$ cat src/rtl/te_sync_pkg.sv
package te_sync_pkg;
   typedef enum logic [1:0] {
      TE_MODE_OFF   = 2'd0,
      TE_MODE_RSVD  = 2'd1,
      TE_MODE_LINE  = 2'd2,
      TE_MODE_FRAME = 2'd3
   } te_mode_e;
endpackage

$ cat src/rtl/te_width_meter.sv
module te_width_meter #(
   parameter int CNT_W       = 12,
   parameter int SYNC_STAGES = 2
) (
   input  logic             clk,
   input  logic             rst_n,
   input  logic             tick_en,
   input  logic             te_pin,
   input  logic             enable,
   input  logic             hs_inv,
   input  logic             vs_inv,
   input  logic [CNT_W-1:0] hs_th,
   input  logic [CNT_W-1:0] vs_th,
   output logic             hs_evt,
   output logic             vs_evt
);
   localparam logic [CNT_W-1:0] RUN_MAX = {CNT_W{1'b1}};

   generate
      if (SYNC_STAGES < 2) begin : g_bad_sync
         $error("te_width_meter: SYNC_STAGES must be at least 2");
      end
      if (CNT_W < 12) begin : g_bad_cnt
         $error("te_width_meter: CNT_W must hold a 12-bit threshold");
      end
   endgenerate

   logic [SYNC_STAGES-1:0] sync_q;
   logic                   lvl, prev_q, edge_seen;
   logic [CNT_W-1:0]       run_q;
   logic                   hs_ok, vs_ok;

   always_ff @(posedge clk or negedge rst_n) begin
      if (!rst_n) sync_q <= '0;
      else        sync_q <= {sync_q[SYNC_STAGES-2:0], te_pin};
   end

   assign lvl       = sync_q[SYNC_STAGES-1];
   assign edge_seen = (lvl != prev_q);

   // run length of the level that prev_q holds, in ticks
   always_ff @(posedge clk or negedge rst_n) begin
      if (!rst_n) begin
         prev_q <= 1'b0;
         run_q  <= '0;
      end else begin
         prev_q <= lvl;
         if (edge_seen)
            run_q <= {{(CNT_W-1){1'b0}}, tick_en};
         else if (tick_en && run_q != RUN_MAX)
            run_q <= run_q + 1'b1;
      end
   end

   assign vs_ok = (prev_q != vs_inv) && (run_q >= vs_th);
   assign hs_ok = (prev_q != hs_inv) && (run_q >= hs_th) && (run_q < vs_th);

   always_ff @(posedge clk or negedge rst_n) begin
      if (!rst_n) begin
         hs_evt <= 1'b0;
         vs_evt <= 1'b0;
      end else begin
         hs_evt <= enable && edge_seen && hs_ok;
         vs_evt <= enable && edge_seen && vs_ok;
      end
   end

   AST_OFF_NO_EVT: assert property (@(posedge clk) disable iff (!rst_n)
      !enable |=> !(hs_evt || vs_evt));
   AST_HS_SINGLE: assert property (@(posedge clk) disable iff (!rst_n)
      hs_evt |=> !hs_evt);
   AST_VS_SINGLE: assert property (@(posedge clk) disable iff (!rst_n)
      vs_evt |=> !vs_evt);
endmodule

$ cat src/rtl/te_line_tracker.sv
module te_line_tracker
   import te_sync_pkg::*;
#(
   parameter int LINE_W = 11
) (
   input  logic              clk,
   input  logic              rst_n,
   input  logic              enable,
   input  logic [1:0]        mode,
   input  logic [LINE_W-1:0] line_tgt,
   input  logic              hs_evt,
   input  logic              vs_evt,
   output logic              match_q
);
   localparam logic [LINE_W-1:0] LINE_MAX = {LINE_W{1'b1}};

   generate
      if (LINE_W < 1) begin : g_bad_line
         $error("te_line_tracker: LINE_W must be positive");
      end
   endgenerate

   te_mode_e          mode_e;
   logic [LINE_W-1:0] line_q;
   logic [LINE_W:0]   line_nx;
   logic              hit;

   assign mode_e  = te_mode_e'(mode);
   assign line_nx = {1'b0, line_q} + 1'b1;

   always_ff @(posedge clk or negedge rst_n) begin
      if (!rst_n)                          line_q <= '0;
      else if (!enable || vs_evt)          line_q <= '0;
      else if (hs_evt && line_q != LINE_MAX) line_q <= line_nx[LINE_W-1:0];
   end

   always_comb begin
      unique case (mode_e)
         TE_MODE_LINE:  hit = (vs_evt && line_tgt == '0) ||
                              (hs_evt && line_nx == {1'b0, line_tgt});
         TE_MODE_FRAME: hit = vs_evt;
         default:       hit = 1'b0;
      endcase
   end

   always_ff @(posedge clk or negedge rst_n) begin
      if (!rst_n) match_q <= 1'b0;
      else        match_q <= enable && hit;
   end

   AST_VS_CLEARS_LINE: assert property (@(posedge clk) disable iff (!rst_n)
      vs_evt |=> line_q == '0);
   AST_FRAME_IGNORES_HS: assert property (@(posedge clk) disable iff (!rst_n)
      (mode_e == TE_MODE_FRAME && hs_evt && !vs_evt) |=> !match_q);
   AST_MATCH_HAS_CAUSE: assert property (@(posedge clk) disable iff (!rst_n)
      match_q |-> $past(hs_evt || vs_evt));
endmodule

$ cat src/rtl/te_start_gate.sv
module te_start_gate #(
   parameter int PEND_W = 4
) (
   input  logic clk,
   input  logic rst_n,
   input  logic req,
   input  logic match,
   output logic start_q
);
   localparam logic [PEND_W-1:0] PEND_MAX = {PEND_W{1'b1}};

   generate
      if (PEND_W < 1) begin : g_bad_pend
         $error("te_start_gate: PEND_W must be positive");
      end
   endgenerate

   logic [PEND_W-1:0] pend_q;
   logic              take;

   // a request arriving with the match is served directly
   assign take = match && (pend_q != '0 || req);

   always_ff @(posedge clk or negedge rst_n) begin
      if (!rst_n) begin
         pend_q  <= '0;
         start_q <= 1'b0;
      end else begin
         start_q <= take;
         unique case ({req, take})
            2'b10:   if (pend_q != PEND_MAX) pend_q <= pend_q + 1'b1;
            2'b01:   pend_q <= pend_q - 1'b1;
            default: pend_q <= pend_q;
         endcase
      end
   end

   AST_START_FROM_MATCH: assert property (@(posedge clk) disable iff (!rst_n)
      start_q |-> $past(match));
   AST_NO_START_IDLE: assert property (@(posedge clk) disable iff (!rst_n)
      (match && pend_q == '0 && !req) |=> !start_q);
   AST_PEND_SATURATE: assert property (@(posedge clk) disable iff (!rst_n)
      (pend_q == PEND_MAX && req && !match) |=> pend_q == PEND_MAX);
endmodule

$ cat src/rtl/te_pulse_match.sv
module te_pulse_match #(
   parameter int CNT_W       = 12,
   parameter int LINE_W      = 11,
   parameter int PEND_W      = 4,
   parameter int SYNC_STAGES = 2
) (
   input  logic              clk,
   input  logic              rst_n,
   input  logic              tick_en,
   input  logic              te_pin,
   input  logic              cfg_enable,
   input  logic [1:0]        cfg_mode,
   input  logic              cfg_hs_inv,
   input  logic              cfg_vs_inv,
   input  logic [CNT_W-1:0]  cfg_hs_thresh,
   input  logic [CNT_W-1:0]  cfg_vs_thresh,
   input  logic [LINE_W-1:0] cfg_line,
   input  logic              xfer_req,
   output logic              match_n,
   output logic              xfer_start
);
   logic hs_evt, vs_evt, match_q;

   te_width_meter #(.CNT_W(CNT_W), .SYNC_STAGES(SYNC_STAGES)) u_meter (
      .clk(clk), .rst_n(rst_n), .tick_en(tick_en), .te_pin(te_pin),
      .enable(cfg_enable), .hs_inv(cfg_hs_inv), .vs_inv(cfg_vs_inv),
      .hs_th(cfg_hs_thresh), .vs_th(cfg_vs_thresh),
      .hs_evt(hs_evt), .vs_evt(vs_evt)
   );

   te_line_tracker #(.LINE_W(LINE_W)) u_lines (
      .clk(clk), .rst_n(rst_n), .enable(cfg_enable), .mode(cfg_mode),
      .line_tgt(cfg_line), .hs_evt(hs_evt), .vs_evt(vs_evt),
      .match_q(match_q)
   );

   te_start_gate #(.PEND_W(PEND_W)) u_gate (
      .clk(clk), .rst_n(rst_n), .req(xfer_req), .match(match_q),
      .start_q(xfer_start)
   );

   assign match_n = ~match_q;

   AST_START_AFTER_FALL: assert property (@(posedge clk) disable iff (!rst_n)
      xfer_start |-> $past(!match_n));
endmodule

$ cat config.mk
export PLATFORM = sky130hd
export DESIGN_NAME = te_pulse_match
export DESIGN_NICKNAME = d
export VERILOG_FILES = /design/src/rtl/te_sync_pkg.sv /design/src/rtl/te_width_meter.sv /design/src/rtl/te_line_tracker.sv /design/src/rtl/te_start_gate.sv /design/src/rtl/te_pulse_match.sv
export SDC_FILE = /design/constraint.sdc
export NUM_CORES = 1
export LEC_CHECK = 0
export BUFFER_PORTS_ARGS = -buffer_cell sky130_fd_sc_hd__buf_2
export CAP_MARGIN = 20
export CORE_UTILIZATION = 56
export CTS_CLUSTER_SIZE = 28
export DETAILED_ROUTE_END_ITERATION = 6
export PLACE_DENSITY = 0.8
export SLEW_MARGIN = 0
export SYNTH_ARGS = -nofsm -noshare
export SYNTH_HDL_FRONTEND = slang
export SYNTH_SLANG_ARGS = --single-unit
$ cat constraint.sdc
create_clock -name clk -period 2.8 [get_ports clk]
set_input_delay 0.28 -clock clk [delete_from_list [all_inputs] [get_ports clk]]
set_output_delay 0.28 -clock clk [all_outputs]
set_load 0.05 [all_outputs]
* Word level (Yosys, flattened, before mapping) *
Index checks and enable logic that the tools add are counted.

word-level totals
  bits of input ports = 45
  register bits after elaboration = 34
  output and inout bits = 2

operators by class
  equality and inequality tests = 12
  $add $sub $neg = 4
  mux-type cells = 7
  bitwise gates (word level) = 1
  reductions and logical operators = 22
  order comparisons = 3

operators by type and width
  operator                 number
  $ge A12 B12 Y1           2
  $mux W12                 2
  $mux W11                 2
  $add A11 B1 Y12 const B  1
  $add A12 B1 Y12 const B  1
  $eq A12 B11 Y1           1
  $logic_and A1 B1 Y1      12
  $lt A12 B12 Y1           1
  $ne A12 B12 Y1 const B   1
  $logic_not A11 Y1        1
  $ne A11 B11 Y1 const B   1
  $pmux W4 S2              1
  $eq A2 B2 Y1 const B     3
  $reduce_bool A2 Y1       3
  $add A4 B1 Y4 const B    1
  $mux W4                  1
  $ne A4 B4 Y1 const B     1
  $reduce_bool A4 Y1       1
  $sub A4 B1 Y4 const B    1
  $logic_or A1 B1 Y1       3
  $ne A1 B1 Y1             3
  $eq A2 B1 Y1 const B     1
  $ne A2 B1 Y1 const B     1
  $pmux W1 S2              1
  other kinds (3)          3

* Depth between registers and ports, before layout *
  depth in word-level cells = 6
  mapped depth = 9
  depth with buffers taken out = 9

* Hierarchy *
A second synthesis with hierarchy kept.

second synthesis, totals
  cells, all modules = 293
  area, all modules = 2658.8 um2

by module, submodules not included
  module           area each (um2)  times used  cells each  seq. area each (um2)
  te_width_meter   1390.1           1           156         425.4
  te_line_tracker  945.9            1           111         300.3
  te_start_gate    319.1            1           25          125.1
  te_pulse_match   3.8              1           1           0.0

* Worst setup path after synthesis *
OpenSTA, ideal clock, no wires.

  path type = register -> register
  from = register u_gate.pend_q[1]
  to = register u_gate.pend_q[3]
  setup slack = 0.512 ns
  clock period less this slack = 2.288 ns
  stages on the path, launching flop included = 10
  arrival = 2.209 ns
  library setup time = 0.079 ns
  data required time = 2.721 ns
  path through = dfrtp_1 or4_1 o21ai_0 or2_2 inv_1 ha_1 a21o_1 a21oi_1 mux2i_1 xor2_1

on the way
  cells in the longest elaborated chain, start to end = 6

RTL lines
  item                                                   RTL line             source
  from (decl)                                            te_start_gate.sv:18  logic [PEND_W-1:0] pend_q;
  from (signal assigned)                                 te_start_gate.sv:31  2'b10: if (pend_q != PEND_MAX) pend_q <= pend_q + 1'b1;
  from (signal assigned)                                 te_start_gate.sv:32  2'b01: pend_q <= pend_q - 1'b1;
  from (signal assigned)                                 te_start_gate.sv:33  default: pend_q <= pend_q;
  branches (longest 6 deep; another with $add A4 B1 Y4)  n/a

Several ways; the timed one is not identified. The select of a mux whose other input is x is not followed.
A chain may end at the register's enable or synchronous reset.

* Worst setup path after layout *
Ends and elaborated chain as after synthesis.

==> reports/qor.txt <==
CTS Buf Count: 5
Setup Skew: 0.00510 ns
Setup Viol. Count Final: 0
final hold vios: 0
maximum vdd drop: 214 µV
CTS Sinks: 34
P_leak: 1.48 nW
Slew Limit Fails: 0
yosys warns: 0
R2R depth: 9
CP max-delay cell: or4_1
ANT nets after route: 0
syn avg cell area: 8.75 µm²
crit-path cells: or4_1 > o21ai_0 > or2_2 > inv_1 > ha_1 > a21o_1 > a21oi_1 > mux2i_1 > xor2_1
worst hold path class: input pin to asynchronous set/reset pin
layout cell share with drive strength beyond 1: 0.175
clock latency at the later pin of the worst-skew pair: 0.28 ns
number of flops mapped to enable cells by yosys: 0
Worst EP arrival: 2.71 ns
max frequency: 0.399 GHz
pwr/cell area: 412 nW/µm²
GRT Total Usage: 0.251
Yosys top cell by area: dfrtp_1
routed len/inst: 13.4 µm
Worst path top cell family by delay: simple AND/OR/NAND/NOR gates
final worst slack: 0.294 ns
Mapped Cells: 293
grt total ovfl: 0
Post-CTS Repair Setup Buffers: 0
Seq/Total Area, Yosys: 0.332
clock-pin slew of the registers on the worst-case setup and hold paths: 0.06 ns
fin crit share: 0.895
PortBufs: 46
commonest cells in the netlist: dfrtp_1, inv_1, nor2_1
Slew headroom: 0.489
CORE AREA: 4380 µm²
vias per cell: 5.57
peak fanout along the critical path: 5
Row Count: 24
first-pass GRT wire length: 9760 µm
CTS hold repair buffers: 0
count leader, synth: dfrtp_1
n_diodes: 0
pre-CTS setup slack: 0.293 ns
WP data required: 3.00 ns
slew at the pin with the worst max-slew slack: 0.766 ns
Yosys reg bits: 34
element type at the critical path end: flop
startpoint types: flop
number of fill cells: 367
post-synthesis net count: 367
vias in the first global route: 2236
unrepaired setup endpoints after global routing: no
ranking of synthesized cells by area: dfrtp_1, ha_1, xnor2_1
total power: 0.00121 W
routability cong.: 0.835
initial antenna violation count: 0
Post-Route WL: 5310 µm
r2r startpoint: u_gate.pend_q[1]$_DFFE_PN0P_
post-layout util: 0.670
nets@finish: 416
worst path bufs/invs: 1
Top FF cell, synth: dfrtp_1
hpwl dp: 4250 µm
DR vias: 2200
num ports: 47
FF-to-FF End: u_gate.pend_q[3]$_DFFE_PN0P_
CP max stage delay: 0.52 ns
Clock Tree Buf Depth: 2
mapped cell area: 2560 µm²
Async SR Flop Fraction: 1.00
setup TNS: 0 ns
Remaining DRCs: 0
die area: 4850 µm²
post_cts resized: 0
die width: 69.6 µm
die height: 69.6 µm
synth-to-layout area growth: 14.6%
initial core utilization: 0.584
minimum clock period: 2.51 ns
drt pass-1 iters: 4
Post-DP Area: 2840 µm²
status: completed
H-tree levels: 2
Synth top area share: 0.332
clock root buffer: clkbuf_8
Worst path depth: 9
design area: 2940 µm²
CTS tree: yes
Unique masters post-synth: 42
Worst R2R Setup Slack: 0.29 ns
max-cap viol count: 0
CP Class: flop to flop
DRT iter0 DRCs: 99
largest net degree at the start of global routing: 35
## cell type report
| cell class | count | area [µm²] | area share |
|---|---|---|---|
| Sequential cell | 34 | 851 | 0.290 |
| Timing Repair Buffer | 47 | 238 | 0.0810 |
| Clock inverter | 1 | 5.00 | 0.00171 |
| Inverter | 33 | 124 | 0.0422 |
| Tap cell | 52 | 65.1 | 0.0222 |
| Clock buffer | 7 | 86.3 | 0.0294 |
| Multi-Input combinational cell | 221 | 1570 | 0.534 |
## worst max path at each step
stage | from | endpoint | slack [ns]
after floorplan | u_gate.pend_q[1]$_DFFE_PN0P_ | u_gate.pend_q[3]$_DFFE_PN0P_ | 0.51
after global placement | u_gate.pend_q[1]$_DFFE_PN0P_ | u_gate.pend_q[3]$_DFFE_PN0P_ | 0.44
after detailed placement | u_gate.pend_q[1]$_DFFE_PN0P_ | u_gate.pend_q[3]$_DFFE_PN0P_ | 0.29
after CTS | u_gate.pend_q[1]$_DFFE_PN0P_ | u_gate.pend_q[3]$_DFFE_PN0P_ | 0.28
after global routing | u_gate.pend_q[1]$_DFFE_PN0P_ | u_gate.pend_q[3]$_DFFE_PN0P_ | 0.09
final | u_gate.pend_q[1]$_DFFE_PN0P_ | u_gate.pend_q[3]$_DFFE_PN0P_ | 0.29
## state kept, by name (all words and copies together), names as in the netlist
register and cells:
u_meter.run_q 12, u_lines.line_q 11, u_gate.pend_q 4, u_meter.sync_q 2, u_gate.start_q 1, u_lines.match_q 1, u_meter.hs_evt 1, u_meter.prev_q 1
u_meter.vs_evt 1
## layer usage
metal | track usage | up-vias | wire (µm)
met4 | 0.0778 | 0 | 89
met3 | 0.0596 | 9 | 270
met2 | 0.435 | 64 | 2670
met1 | 0.309 | 1018 | 2280
li1 | - | 1109 | -
met5 | 0 | - | 0
## cell families (layout without fill, tap and decap cells)
| logic type | after synthesis | after routing | synth area share |
|---|---|---|---|
| compound gates | 48 | 48 | 0.125 |
| xor+xnor | 34 | 34 | 0.116 |
| fa+ha+maj | 29 | 29 | 0.145 |
| buf+inv | 38 | 88 | 0.0566 |
| flops | 34 | 34 | 0.332 |
| mux | 6 | 6 | 0.0234 |
| simple gates | 104 | 104 | 0.203 |
## through the flow
stage               cells  hold WS (ns)
CTS                   395        0.0896
detailed placement    387         0.340
global route          395        0.0939
finish                395        0.0692
global placement      387         0.334
floorplan             293       -0.0156
## where the power goes
group,total (W),internal [W],switching [W]
combinational,0.000270,0.000131,0.000139
clock,0.000368,0.000198,0.000169
sequential,0.000572,0.000530,0.0000418
total,0.00121,0.000859,0.000350
## placed cells by master, fill, tap and decap left out, drive strengths merged, types with 2 or more instances in the layout
master    n
buf      47
dfrtp    34
inv      33
nor2     33
ha       28
nand2    22
xnor2    17
xor2     17
a21oi    16
o21ai    10
nand3    10
nand4     9
clkbuf    7
mux2i     6
nand2b    4
nor4      4
a21o      4
or3       4
o31ai     4
nor3      4
nor3b     3
nor2b     3
o21a      3
and3      3
o211ai    2
o2111ai   2
a211oi    2
(Power assumes the default switching activity.)
